### src/rtl/cfg_regbuf_pkg.sv
package cfg_regbuf_pkg;

   typedef enum logic [1:0] {
      TOPO_WIDE   = 2'd0,
      TOPO_PAIR_1 = 2'd1,
      TOPO_PAIR_2 = 2'd2
   } topo_e;

   // bit0 selects the narrow fan-out layout, bit1 picks the pair position
   function automatic topo_e decode_topo(input logic [1:0] code);
      if (!code[0])     return TOPO_WIDE;
      else if (!code[1]) return TOPO_PAIR_1;
      else              return TOPO_PAIR_2;
   endfunction

endpackage

### src/rtl/cfg_regbuf_lanes.sv
module cfg_regbuf_lanes #(
   parameter int WIDE_W   = 25,
   parameter int NARROW_W = 14,
   parameter logic [WIDE_W-1:0] CTRL_MASK = {{(WIDE_W-2){1'b0}}, 2'b11}
) (
   input  logic                is_wide,
   input  logic [WIDE_W-1:0]   din,
   output logic [WIDE_W-1:0]   nxt_a,
   output logic [NARROW_W-1:0] nxt_b,
   output logic [WIDE_W-1:0]   chk
);

   for (genvar i = 0; i < WIDE_W; i++) begin : g_bit
      logic used;
      if (i < NARROW_W) begin : g_low
         assign used     = din[i];
         assign nxt_b[i] = is_wide ? 1'b0 : din[i];
      end else begin : g_high
         assign used = is_wide ? din[i] : 1'b0;
      end
      assign nxt_a[i] = used;
      if (CTRL_MASK[i]) begin : g_ctrl
         assign chk[i] = 1'b0;
      end else begin : g_data
         assign chk[i] = used;
      end
   end

endmodule

### src/rtl/cfg_regbuf_hold_reg.sv
module cfg_regbuf_hold_reg #(
   parameter int W = 25,
   parameter logic [W-1:0] KEEP_MASK = '1
) (
   input  logic         clk,
   input  logic         rst_n,
   input  logic         hold,
   input  logic [W-1:0] d,
   output logic [W-1:0] q
);

   for (genvar i = 0; i < W; i++) begin : g_bit
      if (KEEP_MASK[i]) begin : g_gated
         always_ff @(posedge clk) begin
            if (!rst_n)     q[i] <= 1'b0;
            else if (!hold) q[i] <= d[i];
         end
      end else begin : g_free
         always_ff @(posedge clk) begin
            if (!rst_n) q[i] <= 1'b0;
            else        q[i] <= d[i];
         end
      end
   end


   hold_keep_chk: assert property (@(posedge clk) disable iff (!rst_n)
      hold |=> ((q & KEEP_MASK) == ($past(q) & KEEP_MASK)));


   rst_clear_chk: assert property (@(posedge clk) disable iff (!rst_n)
      $past(!rst_n) |-> (q == '0));

endmodule

### src/rtl/cfg_regbuf_parity.sv
module cfg_regbuf_parity #(
   parameter int W = 25
) (
   input  logic         clk,
   input  logic         rst_n,
   input  logic [W-1:0] chk,
   input  logic         par_in,
   input  logic         casc_in,
   input  logic         is_first,
   input  logic         is_second,
   output logic         pp_q,
   output logic         err_n
);

   logic is_wide;
   logic pp_d;
   logic err_d;

   assign is_wide = !is_first && !is_second;
   assign pp_d    = (^chk) ^ (par_in & !is_second);
   assign err_d   = is_first ? 1'b1 : !(pp_q ^ (casc_in & is_second));

   always_ff @(posedge clk) begin
      if (!rst_n) begin
         pp_q  <= 1'b0;
         err_n <= 1'b1;
      end else begin
         pp_q  <= pp_d;
         err_n <= err_d;
      end
   end


   first_quiet_chk: assert property (@(posedge clk) disable iff (!rst_n)
      is_first |=> err_n);


   wide_flag_chk: assert property (@(posedge clk) disable iff (!rst_n)
      is_wide ##1 is_wide |=> (err_n == !((^$past(chk, 2)) ^ $past(par_in, 2))));


   second_flag_chk: assert property (@(posedge clk) disable iff (!rst_n)
      is_second ##1 is_second |=> (err_n == !((^$past(chk, 2)) ^ $past(casc_in))));

endmodule

### src/rtl/cfg_regbuf.sv
module cfg_regbuf
   import cfg_regbuf_pkg::*;
#(
   parameter int WIDE_W   = 25,
   parameter int NARROW_W = 14,
   parameter logic [WIDE_W-1:0] CTRL_MASK = {{(WIDE_W-2){1'b0}}, 2'b11}
) (
   input  logic                clk,
   input  logic                rst_n,
   input  logic [1:0]          cfg,
   input  logic [1:0]          sel_n,
   input  logic [WIDE_W-1:0]   din,
   input  logic                par_in,
   input  logic                casc_par_in,
   output logic [WIDE_W-1:0]   q_a,
   output logic [NARROW_W-1:0] q_b,
   output logic                casc_par_out,
   output logic                err_n
);

   localparam logic [WIDE_W-1:0]   KEEP_A = ~CTRL_MASK;
   localparam logic [NARROW_W-1:0] KEEP_B = ~CTRL_MASK[NARROW_W-1:0];

   if (NARROW_W < 1 || NARROW_W >= WIDE_W) begin : g_bad_widths
      $error("cfg_regbuf: NARROW_W must be in 1..WIDE_W-1");
   end

   topo_e topo;
   logic  is_wide, is_first, is_second, hold;
   logic [WIDE_W-1:0]   nxt_a, chk;
   logic [NARROW_W-1:0] nxt_b;

   assign topo      = decode_topo(cfg);
   assign is_wide   = (topo == TOPO_WIDE);
   assign is_first  = (topo == TOPO_PAIR_1);
   assign is_second = (topo == TOPO_PAIR_2);
   assign hold      = &sel_n;

   cfg_regbuf_lanes #(.WIDE_W(WIDE_W), .NARROW_W(NARROW_W), .CTRL_MASK(CTRL_MASK)) i_lanes (
      .is_wide (is_wide),
      .din     (din),
      .nxt_a   (nxt_a),
      .nxt_b   (nxt_b),
      .chk     (chk)
   );

   cfg_regbuf_hold_reg #(.W(WIDE_W), .KEEP_MASK(KEEP_A)) i_reg_a (
      .clk   (clk),
      .rst_n (rst_n),
      .hold  (hold),
      .d     (nxt_a),
      .q     (q_a)
   );

   cfg_regbuf_hold_reg #(.W(NARROW_W), .KEEP_MASK(KEEP_B)) i_reg_b (
      .clk   (clk),
      .rst_n (rst_n),
      .hold  (hold),
      .d     (nxt_b),
      .q     (q_b)
   );

   cfg_regbuf_parity #(.W(WIDE_W)) i_parity (
      .clk       (clk),
      .rst_n     (rst_n),
      .chk       (chk),
      .par_in    (par_in),
      .casc_in   (casc_par_in),
      .is_first  (is_first),
      .is_second (is_second),
      .pp_q      (casc_par_out),
      .err_n     (err_n)
   );


   dup_copy_chk: assert property (@(posedge clk) disable iff (!rst_n)
      (!is_wide && !hold) |=> ((q_a[NARROW_W-1:0] == q_b) && (q_a[WIDE_W-1:NARROW_W] == '0)));


   wide_b_zero_chk: assert property (@(posedge clk) disable iff (!rst_n)
      (is_wide && !hold) |=> (q_b == '0));

endmodule

### config.mk
export PLATFORM = sky130hd
export DESIGN_NAME = cfg_regbuf
export DESIGN_NICKNAME = d
export VERILOG_FILES = /design/src/rtl/cfg_regbuf_pkg.sv /design/src/rtl/cfg_regbuf_lanes.sv /design/src/rtl/cfg_regbuf_hold_reg.sv /design/src/rtl/cfg_regbuf_parity.sv /design/src/rtl/cfg_regbuf.sv
export SDC_FILE = /design/constraint.sdc
export NUM_CORES = 1
export LEC_CHECK = 0
export ABC_CLOCK_PERIOD_IN_PS = 2100
export BUFFER_PORTS_ARGS = -buffer_cell sky130_fd_sc_hd__buf_4
export CAP_MARGIN = 10
export CORE_MARGIN = 8
export CORE_UTILIZATION = 40
export CTS_CLUSTER_SIZE = 24
export DETAILED_ROUTE_END_ITERATION = 8
export PLACE_DENSITY = 0.73
export SLEW_MARGIN = 20
export SYNTH_ARGS = -nofsm -noshare
export SYNTH_HDL_FRONTEND = slang
export SYNTH_SLANG_ARGS = --single-unit
export TNS_END_PERCENT = 5
### constraint.sdc
create_clock -name clk -period 2.1 [get_ports clk]
set_clock_uncertainty 0.15 [all_clocks]
set_input_delay 0.21 -clock clk [delete_from_list [all_inputs] [get_ports clk]]
set_output_delay 0.21 -clock clk [all_outputs]
set_load 0.05 [all_outputs]
# Word level (Yosys, flattened, before mapping)

Index checks and enable logic that the tools add are counted.

Register bits after elaboration: 41
Word-level logic and storage cells: 80

Bitwise logic cells: 5
Mux-type cells: 25
Reduce and logical (&&, ||, !) cells: 7
Equal/unequal tests: 2

Operator list:

| cell                 | count |
|---|---|
| $reduce_xor A25 Y1   | 1 |
| $mux W1              | 23 |
| $mux W2              | 2 |
| $reduce_or A2 Y1     | 2 |
| $and A1 B1 Y1        | 2 |
| $eq A2 B1 Y1 const B | 1 |
| $eq A2 B2 Y1 const B | 1 |
| $logic_not A1 Y1     | 2 |
| $logic_not A2 Y1     | 1 |
| $reduce_and A2 Y1    | 1 |
| $xor A1 B1 Y1        | 2 |
| $not A1 Y1           | 1 |

# Longest topological paths before layout

Gate-level depths: netlist of the first run.

Depth after elaboration: 6
Gate-level depth with buffers: 6
Depth with buffers taken out: 6

# Modules after synthesis

Synthesis of the first run repeated with hierarchy kept, for this count alone.

Cells, all modules: 232
Area, all modules: 2337.2 µm²

By module, submodules not included:

| module                        | seq. area each (µm²) | cells each | area an instance (µm²) | instances |
|---|---|---|---|---|
| cfg_regbuf_hold_reg (i_reg_a) | 500.5                | 78         | 945.9                  | 1 |
| cfg_regbuf_lanes              | 0.0                  | 78         | 550.5                  | 1 |
| cfg_regbuf_hold_reg (i_reg_b) | 280.3                | 42         | 503.0                  | 1 |
| cfg_regbuf_parity             | 40.0                 | 30         | 311.5                  | 1 |
| cfg_regbuf                    | 0.0                  | 4          | 26.3                   | 1 |

# Worst setup path before layout of the first run

OpenSTA, ideal clock, no wires.

Path kind: input to register
Start: input port din[6]
End: register i_parity.pp_q
Stages: 6
Path slack: 313 ps
Path buffers: 0
Arrival: 1521 ps
Required time: 1834 ps
Cells stage by stage: xor2_1 > xnor2_1 > xnor3_1 > xnor2_1 > or3_1 > and3_1

Longest elaborated chain between the ends: 2

RTL lines:

| element              | line                    | RTL |
|---|---|---|
| start, declared      | cfg_regbuf.sv:12        | `input logic [WIDE_W-1:0] din,` |
| $reduce_xor A25 Y1   | cfg_regbuf_parity.sv:20 | `assign pp_d = (^chk) ^ (par_in & !is_second);` |
| $xor A1 B1 Y1        | cfg_regbuf_parity.sv:20 |  |
| end signal, assigned | cfg_regbuf_parity.sv:28 | `pp_q <= pp_d;` |
| end, declared        | cfg_regbuf_parity.sv:11 | `output logic pp_q,` |

No other way between the ends.
A chain may end at the register's enable or synchronous reset.

# Worst setup path in the final report of the first run

Start: input port din[8]
End: register i_parity.pp_q

The elaborated chain is that of the path after synthesis.

==> key figures, run 1 <==
Setup path
  – Startpoint of the lowest-slack register-to-register path: i_parity.pp_q
  – Req. time, crit path: 2140 ps
  – Critical path data arrival time: 1720 ps
  – Worst Path Class, Setup: in2reg
  – Reg2Reg Depth: 3
  – Destination of the worst register-to-register timing path: i_parity.err_n
  – Worst Setup Start Kind: primary input
  – Max FO, Critical Path: 3
  – Kind of capture point of the worst setup path: register
  – Worst reg-to-reg setup slack: 1270 ps

Timing
  – RSZ-0062 raised after global routing: false
  – Shortest clock period the worst path allows after layout: 1670 ps
  – Hold Violations, Final: 0
  – Setup-failing EPs final: 0
  – Ratio of final minimum period to clock period: 79.8%
  – Maximum clock frequency: 597 MHz
  – Tightest Pin Transition: 376 ps
  – Number of slew-limit violations in the final report: 0
  – Headroom to the max-slew limit: 74.9%
  – Setup TNS Final: 0 ps

Placement
  – Number of cells in the design after placement: 312
  – Final GP Congestion: 0.792
  – Placement-stage cell area: 0.00234 mm²
  – Number of buffers inserted by port buffering: 73
  – Final HPWL DP: 3310 µm

Worst hold path
  – Hold EP: i_reg_a.q[5]
  – Cell depth of the worst min-delay path: 3
  – Worst hold path startpoint: din[5]
  – Tightest Hold Check Type: in2reg

Drt
  – DR vias: 1566
  – Number of detailed-routing iterations run before antenna repair: 4
  – Iteration-0 DRC count of the detailed router: 95
  – ANT nets after route: 0
  – Wire length per cell: 14.4 µm
  – Remaining design rule violation count: 0
  – Vias per inst: 4.86
  – Post-Route WL: 4630 µm

Power
  – Combinational share of power: 26.2%
  – Maximum vdd ir drop: 0.325 mV
  – Leakage power: 1.08 nW
  – Seq pwr share: 41.8%
  – P per Cell Area: 823 mW/mm²
  – Reported net switching power: 613 µW
  – Proportion of total power due to net switching: 30.1%
  – Final total power: 2.04 mW
  – Clk pwr share: 32.0%
  – Internal Pwr Total: 1.43 mW

Global route
  – Number of antenna violations at the first check in global routing: 0
  – Wire length of the first global-routing pass: 7180 µm
  – Overall track demand over capacity in global routing: 13.9%
  – Global route total overflow: 0
  – Pin count of the biggest net entering global routing: 42
  – Number of global-route vias before repair: 1479

Synth
  – Sequential area share after synthesis: 46.7%
  – Number of warnings issued by yosys: 0
  – Library cell with the largest summed area after synthesis: dfxtp_1
  – Cell types with the largest area share after synthesis: dfxtp_1 (47%), a21boi_0 (15%), nand2_1 (11%)
  – Cell area after synthesis: 0.00176 mm²
  – Post-synthesis net count: 231
  – Most instantiated flip-flop cell in the synthesis netlist: dfxtp_1
  – Distinct cells, synth: 17
  – Leading cell types by count after synthesis: nand2_1 (50), dfxtp_1 (41), a21boi_0 (35)
  – Share of synthesized registers carrying an async set or reset: 0%
  – Post-synthesis register bit count: 41
  – Top-area cell type share of the netlist area: 46.7%
  – Cell with the most instances after synthesis: nand2_1
  – Count of flip-flops with a built-in enable after synthesis: 0
  – Post-synthesis average cell area: 8.88 µm²
  – Count of mapped cells out of synthesis: 198

Layout
  – Layout Area Growth over Synthesis: 40.9%
  – Number of inserted diodes: 0
  – Final instance area: 0.00248 mm²
  – Share of post-route cells with drive strength above 1: 31.1%
  – Fraction of the core area covered by cells at the end of the flow: 57.7%
  – Final Non-Filler Cells: 322
  – Nets: 302
  – Filler Cell Count: 391

Clock tree
  – Buffers inserted by post-CTS timing repair: 0
  – Cells resized by post-CTS repair: 0
  – Root buffer cell: clkbuf_8
  – CTS tree: yes
  – Maximum count of clock buffers along a single path: 2
  – Count of H-tree levels built during CTS: 2
  – Clock sinks: 41
  – Clock latency at the later pin of the worst-skew pair: 290 ps
  – Number of buffers created by CTS: 5
  – Clock-pin slew on the worst setup and hold paths: 80 ps

Floorplanning
  – Vertical die dimension: 82.3 µm
  – Die Outline Area: 0.00677 mm²
  – Cell Rows: 24
  – Initial core utilization: 40.9%
  – Die Width: 82.3 µm
  – Floorplan core area: 0.00429 mm²
  – I/O Pins: 74

Job
  – Maximum capacitance violations: 0

Outcome
  – Outcome: completed
-- layout by cell type, fill, tap and decap left out --
master,instances
bufinv_16,1
xor2_1,3
nor2_1,1
a22oi_4,1
nand3_1,13
xnor2_1,16
clkbuf_1,1
and3_1,3
buf_4,76
nand2_1,50
dlygate4sd3_1,2
a21boi_0,35
or3_1,1
nand3b_1,11
dfxtp_1,41
and2_1,3
mux2i_1,1
xnor3_1,1
clkbuf_8,6
inv_1,1
o21ai_0,3
-- area by class of cell --
cell class / instances / area [µm²] / share of cell area, %
clock buffer: 7 / 86.3 / 3.48
clock inverter: 1 / 30.0 / 1.21
inverter: 1 / 3.75 / 0.152
multi-input combinational: 142 / 881 / 35.6
sequential: 41 / 821 / 33.1
tap: 52 / 65.1 / 2.63
timing repair buffer: 78 / 591 / 23.8
-- registers in the layout (all words and copies together) (netlist names) --
register / count
i_parity.pp_q: 1
i_parity.err_n: 1
i_reg_b.q: 14
i_reg_a.q: 25
-- per-layer routing --
metal | vias up | track usage (%) | part of all wire, %
met1 | 718 | 17.3 | 45
met5 | - | 0 | 0
met3 | 4 | 4.11 | 9.1
met4 | 0 | 7.37 | 0.95
met2 | 52 | 21.1 | 45
li1 | 792 | - | -
-- worst max path at each step --
stage / startpoint / endpoint / cells after the start
2_1_floorplan: din[6] / i_parity.pp_q / 6
4_1_cts: din[3] / i_parity.pp_q / 7
5_1_grt: din[3] / i_parity.pp_q / 7
6_report: din[8] / i_parity.pp_q / 7
3_5_place_dp: din[4] / i_parity.pp_q / 7
3_3_place_gp: din[4] / i_parity.pp_q / 7
-- power groups by stage --
stage          registers [mW]  clock network, mW  logic (mW)
2_1_floorplan            1.04                  0       0.187
3_3_place_gp            0.871                  0       0.530
3_5_place_dp            0.871                  0       0.535
4_1_cts                 0.853              0.679       0.539
5_1_grt                 0.859              0.710       0.566
6_report                0.852              0.654       0.534
-- through the flow --
stage / hold WS (ps) / setup WS, ps
floorplan: 187 / 313
global placement: 279 / 148
detailed placement: 283 / 122
CTS: 36.4 / 436
global route: 54.9 / 338
finish: 46.6 / 425
-- critical path, cell delays in order --
cell     delay (ps)
buf_4           120
xnor2_1         130
xnor2_1         250
xnor3_1         370
xnor2_1         140
or3_1           330
and3_1          160
-- repair_timing --
| action | in CTS | in global routing |
|---|---|---|
| hold buffers | 2 | 0 |
| endpoints found under the hold margin | 2 | 0 |
| endpoints found under the setup margin | 0 | 0 |
-- kinds of logic after synthesis --
| family | count (synthesis) | share of synthesized area [%] |
|---|---|---|
| AOI/OAI and AO/OA | 39 | 17.0 |
| xor gates and xnor gates | 20 | 10.7 |
| buffers and inverters | 15 | 3.20 |
| DFF | 41 | 46.7 |
| muxes | 1 | 0.569 |
| and+or+nand+nor | 82 | 21.8 |
(Power assumes the default switching activity.)
==> run 2, diff against run 1 <==
Settings changed: ABC_AREA set to 1, ABC_CLOCK_PERIOD_IN_PS 2100 to 1480, PLACE_DENSITY 0.73 to 0.74.
Clock period 2.1 ns to 1.48 ns, I/O delays scaled along.
==> key figures, run 2 <==
Timing
  – Shortest clock period the worst path allows after layout: 1240 ps
  – Maximum clock frequency: 810 MHz
  – Setup TNS Final: 0 ps (unchanged)
  – Worst Setup Slack, final: 245 ps (was 425 ps)
  – Setup-failing EPs final: 0 (unchanged)
  – RSZ-0062 raised after global routing: false (unchanged)
  – Headroom to the max-slew limit: 70.8% (was 74.9%)
  – Tightest Pin Transition: 437 ps (was 376 ps)
  – Number of slew-limit violations in the final report: 0 (unchanged)
  – Hold Violations, Final: 0 (unchanged)
  – Ratio of final minimum period to clock period: 83.5%

Placement
  – Number of cells in the design after placement: 405 (was 312)
  – Number of buffers inserted by port buffering: 73 (unchanged)
  – Setup slack after placement: -146 ps (was 122 ps)
  – Final HPWL DP: 3990 µm (was 3310 µm)
  – Final GP Congestion: 0.720 (was 0.792)
  – Placement-stage cell area: 0.00254 mm² (was 0.00234 mm²)

Drt
  – ANT nets after route: 0 (unchanged)
  – Number of detailed-routing iterations run before antenna repair: 4 (unchanged)
  – DR vias: 2088 (was 1566)
  – Iteration-0 DRC count of the detailed router: 116 (was 95)
  – Remaining design rule violation count: 0 (unchanged)
  – Wire length per cell: 12.5 µm (was 14.4 µm)
  – Vias per inst: 4.95 (was 4.86)
  – Post-Route WL: 5270 µm (was 4630 µm)

Clock tree
  – Clock sinks: 41 (unchanged)
  – Buffers inserted by post-CTS timing repair: 0 (unchanged)
  – Clock latency at the later pin of the worst-skew pair: 290 ps (about the same)
  – Clock-pin slew on the worst setup and hold paths: 80 ps (about the same)
  – Maximum count of clock buffers along a single path: 2 (unchanged)
  – CTS tree: yes (unchanged)
  – Count of H-tree levels built during CTS: 2 (unchanged)
  – Root buffer cell: clkbuf_8 (unchanged)
  – Number of buffers created by CTS: 5 (unchanged)

Synth
  – Top-area cell type share of the netlist area: 43.6% (was 46.7%)
  – Cell area after synthesis: 0.00188 mm² (was 0.00176 mm²)
  – Share of synthesized registers carrying an async set or reset: 0% (unchanged)
  – Post-synthesis average cell area: 6.74 µm² (was 8.88 µm²)
  – Cell types with the largest area share after synthesis: dfxtp_1 (44%), nand2_1 (19%), nand3_1 (8.5%) (was dfxtp_1 (47%), a21boi_0 (15%), nand2_1 (11%))
  – Leading cell types by count after synthesis: nand2_1 (93), dfxtp_1 (41), nand3_1 (32) (was nand2_1 (50), dfxtp_1 (41), a21boi_0 (35))
  – Library cell with the largest summed area after synthesis: dfxtp_1 (unchanged)
  – Distinct cells, synth: 22 (was 17)
  – Number of warnings issued by yosys: 0 (unchanged)
  – Count of mapped cells out of synthesis: 279 (was 198)
  – Post-synthesis net count: 312 (was 231)
  – Sequential area share after synthesis: 43.6% (was 46.7%)
  – Most instantiated flip-flop cell in the synthesis netlist: dfxtp_1 (unchanged)
  – Count of flip-flops with a built-in enable after synthesis: 0 (unchanged)
  – Post-synthesis register bit count: 41 (unchanged)
  – Cell with the most instances after synthesis: nand2_1 (unchanged)

Floorplanning
  – Cell Rows: 25 (was 24)
  – Floorplan core area: 0.00463 mm² (was 0.00429 mm²)
  – I/O Pins: 74 (unchanged)
  – Die Outline Area: 0.00715 mm² (was 0.00677 mm²)
  – Initial core utilization: 40.6% (was 40.9%)
  – Vertical die dimension: 84.6 µm (was 82.3 µm)
  – Die Width: 84.6 µm (was 82.3 µm)

Global route
  – Pin count of the biggest net entering global routing: 30 (was 42)
  – Wire length of the first global-routing pass: 9000 µm (was 7180 µm)
  – Overall track demand over capacity in global routing: 15.1% (was 13.9%)
  – Global route total overflow: 0 (unchanged)
  – Number of antenna violations at the first check in global routing: 0 (unchanged)
  – Number of global-route vias before repair: 1990 (was 1479)

Layout
  – Highest-count cells in the layout ignoring fill and taps: nand2_1 (93), buf_4 (84), dfxtp_1 (41), nand3_1 (32) (was buf_4 (76), nand2_1 (50), dfxtp_1 (41), a21boi_0 (35), xnor2_1 (16))
  – Final Non-Filler Cells: 422 (was 322)
  – Number of inserted diodes: 0 (unchanged)
  – Biggest registers after layout: i_reg_a.q (25), i_reg_b.q (14) (unchanged)
  – Final instance area: 0.00272 mm² (was 0.00248 mm²)
  – Nets: 400 (was 302)
  – Most flops, register: i_reg_a.q (unchanged)
  – Layout Area Growth over Synthesis: 44.4% (was 40.9%)
  – Flip-flop count of the largest register after layout: 25 (unchanged)
  – Share of post-route cells with drive strength above 1: 27.2% (was 31.1%)
  – Most common cell after layout, fill and taps aside: nand2_1 (was buf_4)

Worst hold path
  – Cell depth of the worst min-delay path: 3 (unchanged)
  – Hold EP: i_reg_a.q[8] (was i_reg_a.q[5])
  – Worst hold path startpoint: din[8] (was din[5])
  – Tightest Hold Check Type: in2reg (unchanged)

Setup path
  – CP max stage cell: inv_4 (was xnor3_1)
  – Worst reg-to-reg setup slack: 480 ps (was 1270 ps)
  – Worst Path Class, Setup: in2reg (unchanged)
  – Sequence of cells on the critical path: buf_4 -> inv_4 -> nand2_1 -> o21ai_1 -> nand3_1 -> nand2_1 -> nand3_1 -> nand2_1 -> nand2_1 -> a21oi_1 -> nor2_1 (was buf_4 -> xnor2_1 -> xnor2_1 -> xnor3_1 -> xnor2_1 -> or3_1 -> and3_1)
  – Critical path's top delay family: simple AND/OR/NAND/NOR gates (was XOR/XNOR gates)
  – Destination of the worst register-to-register timing path: i_parity.err_n (unchanged)
  – Req. time, crit path: 1520 ps (was 2140 ps)
  – Total stage count of the critical path: 11 (was 7)
  – Slowest stage delay, CP: 150 ps (was 370 ps)
  – Kind of capture point of the worst setup path: register (unchanged)
  – Critical path data arrival time: 1270 ps (was 1720 ps)
  – Critical path buffer and inverter count: 2 (was 1)
  – Max FO, Critical Path: 18 (was 3)
  – Reg2Reg Depth: 2 (was 3)
  – Worst Setup Start Kind: primary input (unchanged)
  – Startpoint of the lowest-slack register-to-register path: i_parity.pp_q (unchanged)
  – Most frequent cell on the critical path: nand2_1 (was xnor2_1)

Power
  – Maximum vdd ir drop: 0.651 mV (was 0.325 mV)
  – P per Cell Area: 988 mW/mm² (was 823 mW/mm²)
  – Leakage power: 1.41 nW (was 1.08 nW)
  – Final total power: 2.68 mW (was 2.04 mW)

Outcome
  – Outcome: completed (unchanged)

Job
  – Maximum capacitance violations: 0 (unchanged)
run 2: cell types whose count changed after synthesis, sizes merged, moves of 21 or more:
cell / delta
a21boi: -34
nand3: +21
nand2: +46
a21oi: +22
o21ai: +22
inv: +24
run 2: worst min-delay path, delay by kind of cell:
| kind | cells | cell delay, ps |
|---|---|---|
| simple gates | 1 | 70 |
| compound gates | 1 | 60 |
| buf+inv | 1 | 120 |
run 2: cell type report:
class | count | area, µm²
multi-input combinational | 200 | 905
tap | 54 | 67.6
timing repair buffer | 94 | 741
fill | 443 | 1910
clock inverter | 3 | 17.5
inverter | 25 | 96.3
sequential | 41 | 821
clock buffer | 5 | 68.8
run 2: layer usage:
layer	track usage, %	part of all wire (%)
met5	0	0
met3	6.73	8.6
met2	25.3	46
met4	3.40	0.57
met1	17.0	44
run 2: cell families after synthesis:
kind of cell / count (synthesis) / synth area share [%]
AND/OR/NAND/NOR: 149 / 33.9
AO/OA/AOI/OAI: 49 / 13.3
flip-flops: 41 / 43.6
buffers and inverters: 38 / 8.25
XOR/XNOR: 2 / 0.932
run 2: worst max-delay path by stage:
stage | end | slack (ps) | startpoint
after floorplan | i_parity.pp_q | 190 | cfg[0]
after global placement | i_parity.pp_q | -80 | cfg[0]
after detailed placement | i_parity.pp_q | -150 | cfg[0]
after CTS | i_parity.pp_q | 140 | cfg[0]
after global routing | i_parity.pp_q | 70 | cfg[0]
final | i_parity.pp_q | 240 | cfg[0]
run 2: timing repair:
| item | CTS | global route |
|---|---|---|
| hold buffers | 9 | 0 |
| gates resized for setup | 0 | 2 |
| endpoints found under the setup margin | 0 | 1 |
| endpoints found under the hold margin | 12 | 0 |
run 2: where the power goes:
| group | switching (mW) | total (mW) | internal (mW) |
|---|---|---|---|
| registers | 0.0334 | 1.20 | 1.17 |
| clock network | 0.382 | 0.707 | 0.325 |
| logic | 0.496 | 0.774 | 0.277 |
| total | 0.912 | 2.68 | 1.77 |
run 2: through the flow:
stage | utilization, % | hold WS (ps)
after floorplan | - | 114
after global placement | 54.8 | 208
after detailed placement | 54.8 | 211
after CTS | 58.6 | 1.35
after global routing | 58.7 | 10.6
final | 58.7 | 4.95
